--- src/rtl/precompCmp_pkg.sv ---
package precompCmp_pkg;
  typedef struct packed {
    logic loadTop;  // capture the top bits of both operands
    logic loadLow;  // capture the lower bits of both operands
  } cmpStrobes_t;
endpackage

--- src/rtl/precompCtrl.sv ---
module precompCtrl
  import precompCmp_pkg::*;
(
  input  logic        validIn,
  input  logic        topA,
  input  logic        topB,
  output cmpStrobes_t strobes
);
  logic topsMatch;

  // Precompute function: the lower bits matter only when the tops tie.
  always_comb begin
    topsMatch       = ~(topA ^ topB);
    strobes.loadTop = validIn;
    strobes.loadLow = validIn & topsMatch;
  end
endmodule

--- src/rtl/lowCompare.sv ---
module lowCompare #(
  parameter int LOW_W = 15
) (
  input  logic [LOW_W-1:0] lowA,
  input  logic [LOW_W-1:0] lowB,
  output logic             lowGt
);
  logic [LOW_W:0] gtChain;

  assign gtChain[0] = 1'b0;

  // Ripple from the least significant bit: a higher bit overrides the rest.
  for (genvar i = 0; i < LOW_W; i++) begin : g_bit
    assign gtChain[i+1] = (lowA[i] & ~lowB[i]) |
                          (~(lowA[i] ^ lowB[i]) & gtChain[i]);
  end

  assign lowGt = gtChain[LOW_W];
endmodule

--- src/rtl/precompDatapath.sv ---
module precompDatapath
  import precompCmp_pkg::*;
#(
  parameter int WIDTH = 16
) (
  input  logic             clk,
  input  logic             rstN,
  input  cmpStrobes_t      strobes,
  input  logic [WIDTH-1:0] aIn,
  input  logic [WIDTH-1:0] bIn,
  output logic             gtOut,
  output logic             lowLoadedOut
);
  localparam int LOW_W = WIDTH - 1;

  logic             topAQ, topBQ;
  logic [LOW_W-1:0] lowAQ, lowBQ;
  logic             lowLoadedQ;
  logic             lowGt;

  // Small register: always loaded on a valid sample.
  always_ff @(posedge clk or negedge rstN) begin
    if (!rstN) begin
      topAQ      <= 1'b0;
      topBQ      <= 1'b0;
      lowLoadedQ <= 1'b0;
    end else if (strobes.loadTop) begin
      topAQ      <= aIn[WIDTH-1];
      topBQ      <= bIn[WIDTH-1];
      lowLoadedQ <= strobes.loadLow;
    end
  end

  // Wide register: load suppressed when the top bits decide the result.
  always_ff @(posedge clk or negedge rstN) begin
    if (!rstN) begin
      lowAQ <= '0;
      lowBQ <= '0;
    end else if (strobes.loadLow) begin
      lowAQ <= aIn[LOW_W-1:0];
      lowBQ <= bIn[LOW_W-1:0];
    end
  end

  lowCompare #(.LOW_W(LOW_W)) u_lowCompare (
    .lowA (lowAQ),
    .lowB (lowBQ),
    .lowGt(lowGt)
  );

  always_comb begin
    if (topAQ != topBQ) gtOut = topAQ;
    else                gtOut = lowGt;
  end

  assign lowLoadedOut = lowLoadedQ;

  AST_LOW_HOLDS: assert property (@(posedge clk) disable iff (!rstN)
    !strobes.loadLow |=> ($stable(lowAQ) && $stable(lowBQ)))
    else $error("lower register changed without load");

  AST_LOADED_MEANS_TIE: assert property (@(posedge clk) disable iff (!rstN)
    lowLoadedOut |-> (topAQ == topBQ))
    else $error("lower load flagged with differing tops");

  AST_TOP_DECIDES: assert property (@(posedge clk) disable iff (!rstN)
    (strobes.loadTop && (aIn[WIDTH-1] != bIn[WIDTH-1])) |=> (gtOut == $past(aIn[WIDTH-1])))
    else $error("differing tops gave wrong result");

  AST_IDLE_STABLE: assert property (@(posedge clk) disable iff (!rstN)
    !strobes.loadTop |=> ($stable(gtOut) && $stable(lowLoadedOut)))
    else $error("outputs moved without valid");

  AST_EQUAL_NOT_GT: assert property (@(posedge clk) disable iff (!rstN)
    (strobes.loadTop && (aIn == bIn)) |=> (!gtOut && lowLoadedOut))
    else $error("equal operands gave greater");
endmodule

--- src/rtl/precompCmp.sv ---
module precompCmp
  import precompCmp_pkg::*;
#(
  parameter int WIDTH = 16
) (
  input  logic             clk,
  input  logic             rstN,
  input  logic             validIn,
  input  logic [WIDTH-1:0] aIn,
  input  logic [WIDTH-1:0] bIn,
  output logic             gtOut,
  output logic             lowLoadedOut
);
  cmpStrobes_t strobes;

  initial begin
    AST_WIDTH_OK: assert (WIDTH >= 2) else $error("WIDTH must be at least 2");
  end

  precompCtrl u_ctrl (
    .validIn(validIn),
    .topA   (aIn[WIDTH-1]),
    .topB   (bIn[WIDTH-1]),
    .strobes(strobes)
  );

  precompDatapath #(.WIDTH(WIDTH)) u_dp (
    .clk         (clk),
    .rstN        (rstN),
    .strobes     (strobes),
    .aIn         (aIn),
    .bIn         (bIn),
    .gtOut       (gtOut),
    .lowLoadedOut(lowLoadedOut)
  );
endmodule

--- config.mk ---
export PLATFORM = sky130hd
export DESIGN_NAME = precompCmp
export DESIGN_NICKNAME = d
export VERILOG_FILES = /design/src/rtl/precompCmp_pkg.sv /design/src/rtl/precompCtrl.sv /design/src/rtl/lowCompare.sv /design/src/rtl/precompDatapath.sv /design/src/rtl/precompCmp.sv
export SDC_FILE = /design/constraint.sdc
export NUM_CORES = 1
export LEC_CHECK = 0
export BUFFER_PORTS_ARGS = -buffer_cell sky130_fd_sc_hd__buf_2
export CORE_MARGIN = 2
export CORE_UTILIZATION = 57
export DETAILED_ROUTE_END_ITERATION = 10
export GPL_ROUTABILITY_DRIVEN = 0
export PLACE_DENSITY = 0.87
export SKIP_LAST_GASP = 1
export SLEW_MARGIN = 5
export SYNTH_ARGS = -nofsm -noshare
export SYNTH_HDL_FRONTEND = slang
export SYNTH_HIERARCHICAL = 1
export SYNTH_SLANG_ARGS = --single-unit
--- constraint.sdc ---
create_clock -name clk -period 5.35 [get_ports clk]
set_input_delay 0.8025 -clock clk [delete_from_list [all_inputs] [get_ports clk]]
set_output_delay 0.8025 -clock clk [all_outputs]
set_load 0.01 [all_outputs]
# Yosys cells after proc, flatten, opt, wreduce, memory -nomap -nowiden
# Cells that the tools add are included.
# Widths: inputs -> output; s select.
dict set report word_totals {
  regBits 33
  in_bits 35
  word_cells 96
}
dict set report classes {
  n_eq_ne 1
  n_mux 1
  bitwise 89
}
# operator count
set op_table {}
lappend op_table {{$and 1x1->1} 30}
lappend op_table {{$not 1->1} 30}
lappend op_table {{$xor 1x1->1} 15}
lappend op_table {{$or 1x1->1} 14}
lappend op_table {{$mux 1} 1}
lappend op_table {{$ne 1x1->1} 1}

# Depth between registers and ports, before layout
dict set report logic_depth {
  depth_word 31
  depth_mapped 8
  depth_no_buf 8
}

# Hierarchy
# Netlist, hierarchy kept.
# module n_inst cells_each area_each_um2
set by_module_without_submodules {}
lappend by_module_without_submodules {precompDatapath 1 72 1243.7}
lappend by_module_without_submodules {lowCompare 1 43 340.3}
lappend by_module_without_submodules {precompCtrl 1 3 22.5}

# Worst setup path after synthesis
# Ideal clock, no wire load.
dict set report synth_path {
  path_kind {flip-flop to output port}
  from {register u_dp.lowAQ[5]}
  to {output gtOut}
  arrival_ps 1624
  t_required_ps 4548
  slack_ps 2923
  path_stages_with_launch 7
  path_buffers 0
  path_cell_list {dfrtp_1 -> ha_1 -> a2111o_1 -> a311oi_1 -> o31ai_1 -> nor2_1 -> o21ai_0}
}
dict set report synth_via {
  elab_chain_cells 23
  word_cells_on_any_way 24
  cone_classes {mux: 1; bitwise: 23}
}
# element line_no
set synth_rtl {}
lappend synth_rtl {{start, declared} precompDatapath.sv:17} ;# logic [LOW_W-1:0] lowAQ, lowBQ;
lappend synth_rtl {{start signal, assigned} precompDatapath.sv:40} ;# lowAQ <= aIn[LOW_W-1:0];
lappend synth_rtl {{$xor 1x1->1} lowCompare.sv:15} ;# (~(lowA[i] ^ lowB[i]) & gtChain[i]);
lappend synth_rtl {{$not 1->1} lowCompare.sv:15}
lappend synth_rtl {{$and 1x1->1} lowCompare.sv:15}
lappend synth_rtl {{$or 1x1->1 (*)} lowCompare.sv:14} ;# assign gtChain[i+1] = (lowA[i] & ~lowB[i]) |
lappend synth_rtl {{$and 1x1->1 (*)} lowCompare.sv:15}
lappend synth_rtl {{$or 1x1->1 (*)} lowCompare.sv:14}
lappend synth_rtl {{$and 1x1->1 (*)} lowCompare.sv:15}
lappend synth_rtl {{$or 1x1->1 (*)} lowCompare.sv:14}
lappend synth_rtl {{[... 8 more ...]} -}
lappend synth_rtl {{$and 1x1->1 (*)} lowCompare.sv:15}
lappend synth_rtl {{$or 1x1->1 (*)} lowCompare.sv:14}
lappend synth_rtl {{$and 1x1->1 (*)} lowCompare.sv:15}
lappend synth_rtl {{$or 1x1->1 (*)} lowCompare.sv:14}
lappend synth_rtl {{$and 1x1->1 (*)} lowCompare.sv:15}
lappend synth_rtl {{$or 1x1->1 (*)} lowCompare.sv:14}
lappend synth_rtl {{net u_dp.lowGt} precompDatapath.sv:19} ;# logic lowGt;
lappend synth_rtl {{$mux 1 (*)} precompDatapath.sv:52} ;# if (topAQ != topBQ) gtOut = topAQ;
lappend synth_rtl {{end, declared} precompCmp.sv:11} ;# output logic gtOut,
# The timed path passes the listed nets; every way through them passes the cells marked *.

# Final worst setup path
# Same ends and word-level chain as after synthesis.

==> impl_results.rst <==
.. list-table::
   :header-rows: 1

   * - Metric
     - Value
   * - Wire length of the first global-routing pass
     - 4640 um
   * - Max Fclk
     - 0.337 GHz
   * - Launching element type of the critical path
     - flop
   * - Leading post-synthesis cells by cell area
     - dfrtp_1 (51%), mux2_2 (23%), ha_1 (11%)
   * - Number of remaining DRC errors
     - 0
   * - Time the worst path needs with I/O delays and setup
     - 2970 ps
   * - Clock root cell
     - clkbuf_4
   * - Slew of the pin with the lowest slew margin
     - 716 ps
   * - Pwr Density
     - 335 nW/um2
   * - Max-cap violations
     - 0
   * - EDFF count, synth
     - 0
   * - Hold buffer count at cts
     - 0
   * - Internal power
     - 438 uW
   * - Number of vias after detailed routing
     - 1019
   * - Critical path capture point type
     - output port
   * - Max Clock Skew
     - 0 ps
   * - Static Leakage
     - 0.910 nW
   * - Top cell type by total area after synthesis
     - dfrtp_1
   * - Sequential standard cell area
     - 826 um2
   * - Min-Delay Path Class
     - reg -> reg
   * - Placed wire-length estimate
     - 2020 um
   * - Post_cts resized
     - 0
   * - Final slew viol count
     - 0
   * - Die Ht
     - 57.1 um
   * - Global routing usage summed across all routing layers
     - 0.191
   * - Tot Pwr
     - 614 uW
   * - Die span in x
     - 57.1 um
   * - Sequential cell fraction of total power
     - 0.525
   * - Final Cycle Share
     - 0.554
   * - Antenna Diode Count
     - 0
   * - R2R Path Start
     - u_dp/lowBQ[10]$_DFFE_PN0P_
   * - Initial core utilization
     - 0.593
   * - Total clock buffers created by CTS
     - 5
   * - Worst hold path startpoint
     - u_dp/lowLoadedOut$_DFFE_PN0P_
   * - Std-Cell Rows
     - 19
   * - H-Tree Level Count
     - 2
   * - Sequential cell area fraction in the yosys report
     - 0.514
   * - Number of global-route vias before repair
     - 1094
   * - IO Count
     - 37
   * - Number of failing hold endpoints at the final stage
     - 0
   * - CP Data Arrival Time
     - 2160 ps
   * - Capture endpoint of the worst hold path
     - u_dp/lowLoadedOut$_DFFE_PN0P_
   * - Worst vdd ir
     - 244 uV
   * - Die Area
     - 3260 um2
   * - Number of nets in the final layout
     - 207
   * - Filler Cells Inserted
     - 200
   * - WL final
     - 2600 um
   * - Max Buffers Root-to-Sink
     - 2
   * - Final setup TNS
     - 0 ps
   * - RSZ-0062 raised after global routing
     - false
   * - Cell count after synthesis
     - 118
   * - TritonCTS clock tree
     - yes
   * - Worst max-slew margin expressed relative to the limit
     - 0.523
   * - Core Region
     - 2710 um2
   * - Cell area after technology mapping
     - 1610 um2
   * - Pin count of the biggest net entering global routing
     - 34
   * - Number of vias per cell after detailed routing
     - 5.42
   * - Async set or reset register ratio after synthesis
     - 1.00
   * - Cell total after placement
     - 182
   * - Combined area of the multi-input logic cells
     - 687 um2
   * - Required time reported for the critical path endpoint
     - 4550 ps
   * - Layout Area Growth over Synthesis
     - 14.2%
   * - Leading post-synthesis cells by instance count
     - dfrtp_1 (33), mux2_2 (33), ha_1 (14), inv_1 (14)
   * - Cell area after placement
     - 1790 um2
   * - Number of cells on the worst reg-to-reg path
     - 1
   * - Filler-free cell count of the finished design
     - 188
   * - Setup Viol. Count Final
     - 0
   * - Congestion Overflow GR
     - 0
   * - Commonest register cell after synthesis
     - dfrtp_1
   * - Reg2reg setup slack
     - 4560 ps
   * - Average routed wire per standard cell
     - 13.8 um
   * - Setup Fix Bufs, Post-CTS
     - 0
   * - Flops & latches, synth
     - 33
   * - Yosys Warn Count
     - 6
   * - Distinct cells, synth
     - 22
   * - Ratio of cells with drive above 1 in the final layout
     - 0.484
   * - Worst setup path category
     - reg -> out
   * - Reg2Reg Capture Point
     - u_dp/lowBQ[10]$_DFFE_PN0P_
   * - Utilization after layout
     - 0.677
   * - Largest fanout on the critical path
     - 3
   * - Post-Layout Inst Area
     - 1830 um2
   * - Number of nets produced by synthesis
     - 167
   * - Clock latency at the later pin of the worst-skew pair
     - 320 ps
   * - Num Clock Sinks
     - 33
   * - Run status
     - completed
   * - Switching part of the total power
     - 0.286
   * - Routed Antenna Nets
     - 0
   * - Relative contribution of combinational cells to total power
     - 0.281
   * - Quantity of I/O buffers inserted on ports
     - 36
   * - Synth top area share
     - 0.514
   * - Hold Crit Depth
     - 1
   * - Sw Pwr
     - 175 uW
   * - Clock share of power
     - 0.194
   * - Antenna violations before repair
     - 0
   * - Length of the first detailed-routing pass in iterations
     - 4
   * - Syn avg cell area
     - 13.6 um2
   * - Clock Pin Slew Worst Setup and Hold Paths
     - 90 ps
   * - First DRT Iteration DRCs
     - 11
-- worst max-delay path, stage by stage (launching register included) --
cell and delay, ps:
dfrtp_1 390, ha_1 330, a2111o_1 410, a311oi_1 270
o31ai_1 130, nor2_1 90, o21ai_0 70, buf_2 140
-- flip-flops by register name, summed over array words and instances (netlist names) --
name,flops
u_dp/lowAQ,15
u_dp/topAQ,1
u_dp/topBQ,1
u_dp/lowLoadedOut,1
u_dp/lowBQ,15
-- routing by layer --
metal,vias to the layer above,part of all wire,track usage
li1,492,-,-
met1,498,0.40,0.211
met2,24,0.52,0.333
met3,5,0.059,0.0680
met4,0,0.012,0.0797
met5,-,0,0
-- cells in the final DEF (no fill, tap or decap), types with 3 or more instances in the layout --
cell       n
dfrtp_1   33
inv_1     14
mux2_2    33
buf_2     36
a21oi_1    3
o21a_1     3
ha_1      14
clkbuf_4   5
-- worst max path at each step --
stage,start,slack [ps],cells past startpoint,endpoint
3_3_place_gp,u_dp/lowAQ[5]$_DFFE_PN0P_,2770,7,gtOut
5_1_grt,u_dp/lowBQ[9]$_DFFE_PN0P_,2170,9,gtOut
4_1_cts,u_dp/lowAQ[5]$_DFFE_PN0P_,2350,7,gtOut
3_5_place_dp,u_dp/lowAQ[5]$_DFFE_PN0P_,2730,7,gtOut
6_report,u_dp/lowAQ[5]$_DFFE_PN0P_,2380,7,gtOut
2_1_floorplan,u_dp/lowAQ[5]$_DFFE_PN0P_,2920,6,gtOut
-- area by class of cell --
| cell class | count | share of cell area |
|---|---|---|
| clock inverter | 1 | 0.00273 |
| tap | 31 | 0.0211 |
| multi-input combinational | 67 | 0.374 |
| timing repair buffer | 37 | 0.102 |
| clock buffer | 5 | 0.0205 |
| sequential | 33 | 0.450 |
| inverter | 14 | 0.0286 |
-- power groups by stage --
stage               Combinational, mW  Sequential, mW  Clock (mW)
finish                          0.172           0.322       0.119
global route                    0.195           0.328       0.144
CTS                             0.175           0.323       0.127
detailed placement              0.173           0.328           0
global placement                0.164           0.324           0
floorplan                       0.130           0.319           0
-- logic make-up after synthesis --
group,after synthesis,share of synthesized area
buffers and inverters,18,0.0584
flip-flops,33,0.514
AND/OR/NAND/NOR,5,0.0171
adder cells (fa/ha/maj),14,0.109
multiplexers,33,0.231
XOR/XNOR,1,0.00545
AO/OA/AOI/OAI,14,0.0646
-- stage by stage --
step / worst slack (ps) / hold slack (ps)
after global placement: 2770 / 486
after detailed placement: 2730 / 493
after CTS: 2350 / 515
after global routing: 2170 / 533
after floorplan: 2920 / 471
final: 2380 / 509
No activity file was read; power rests on OpenSTA's default activity.
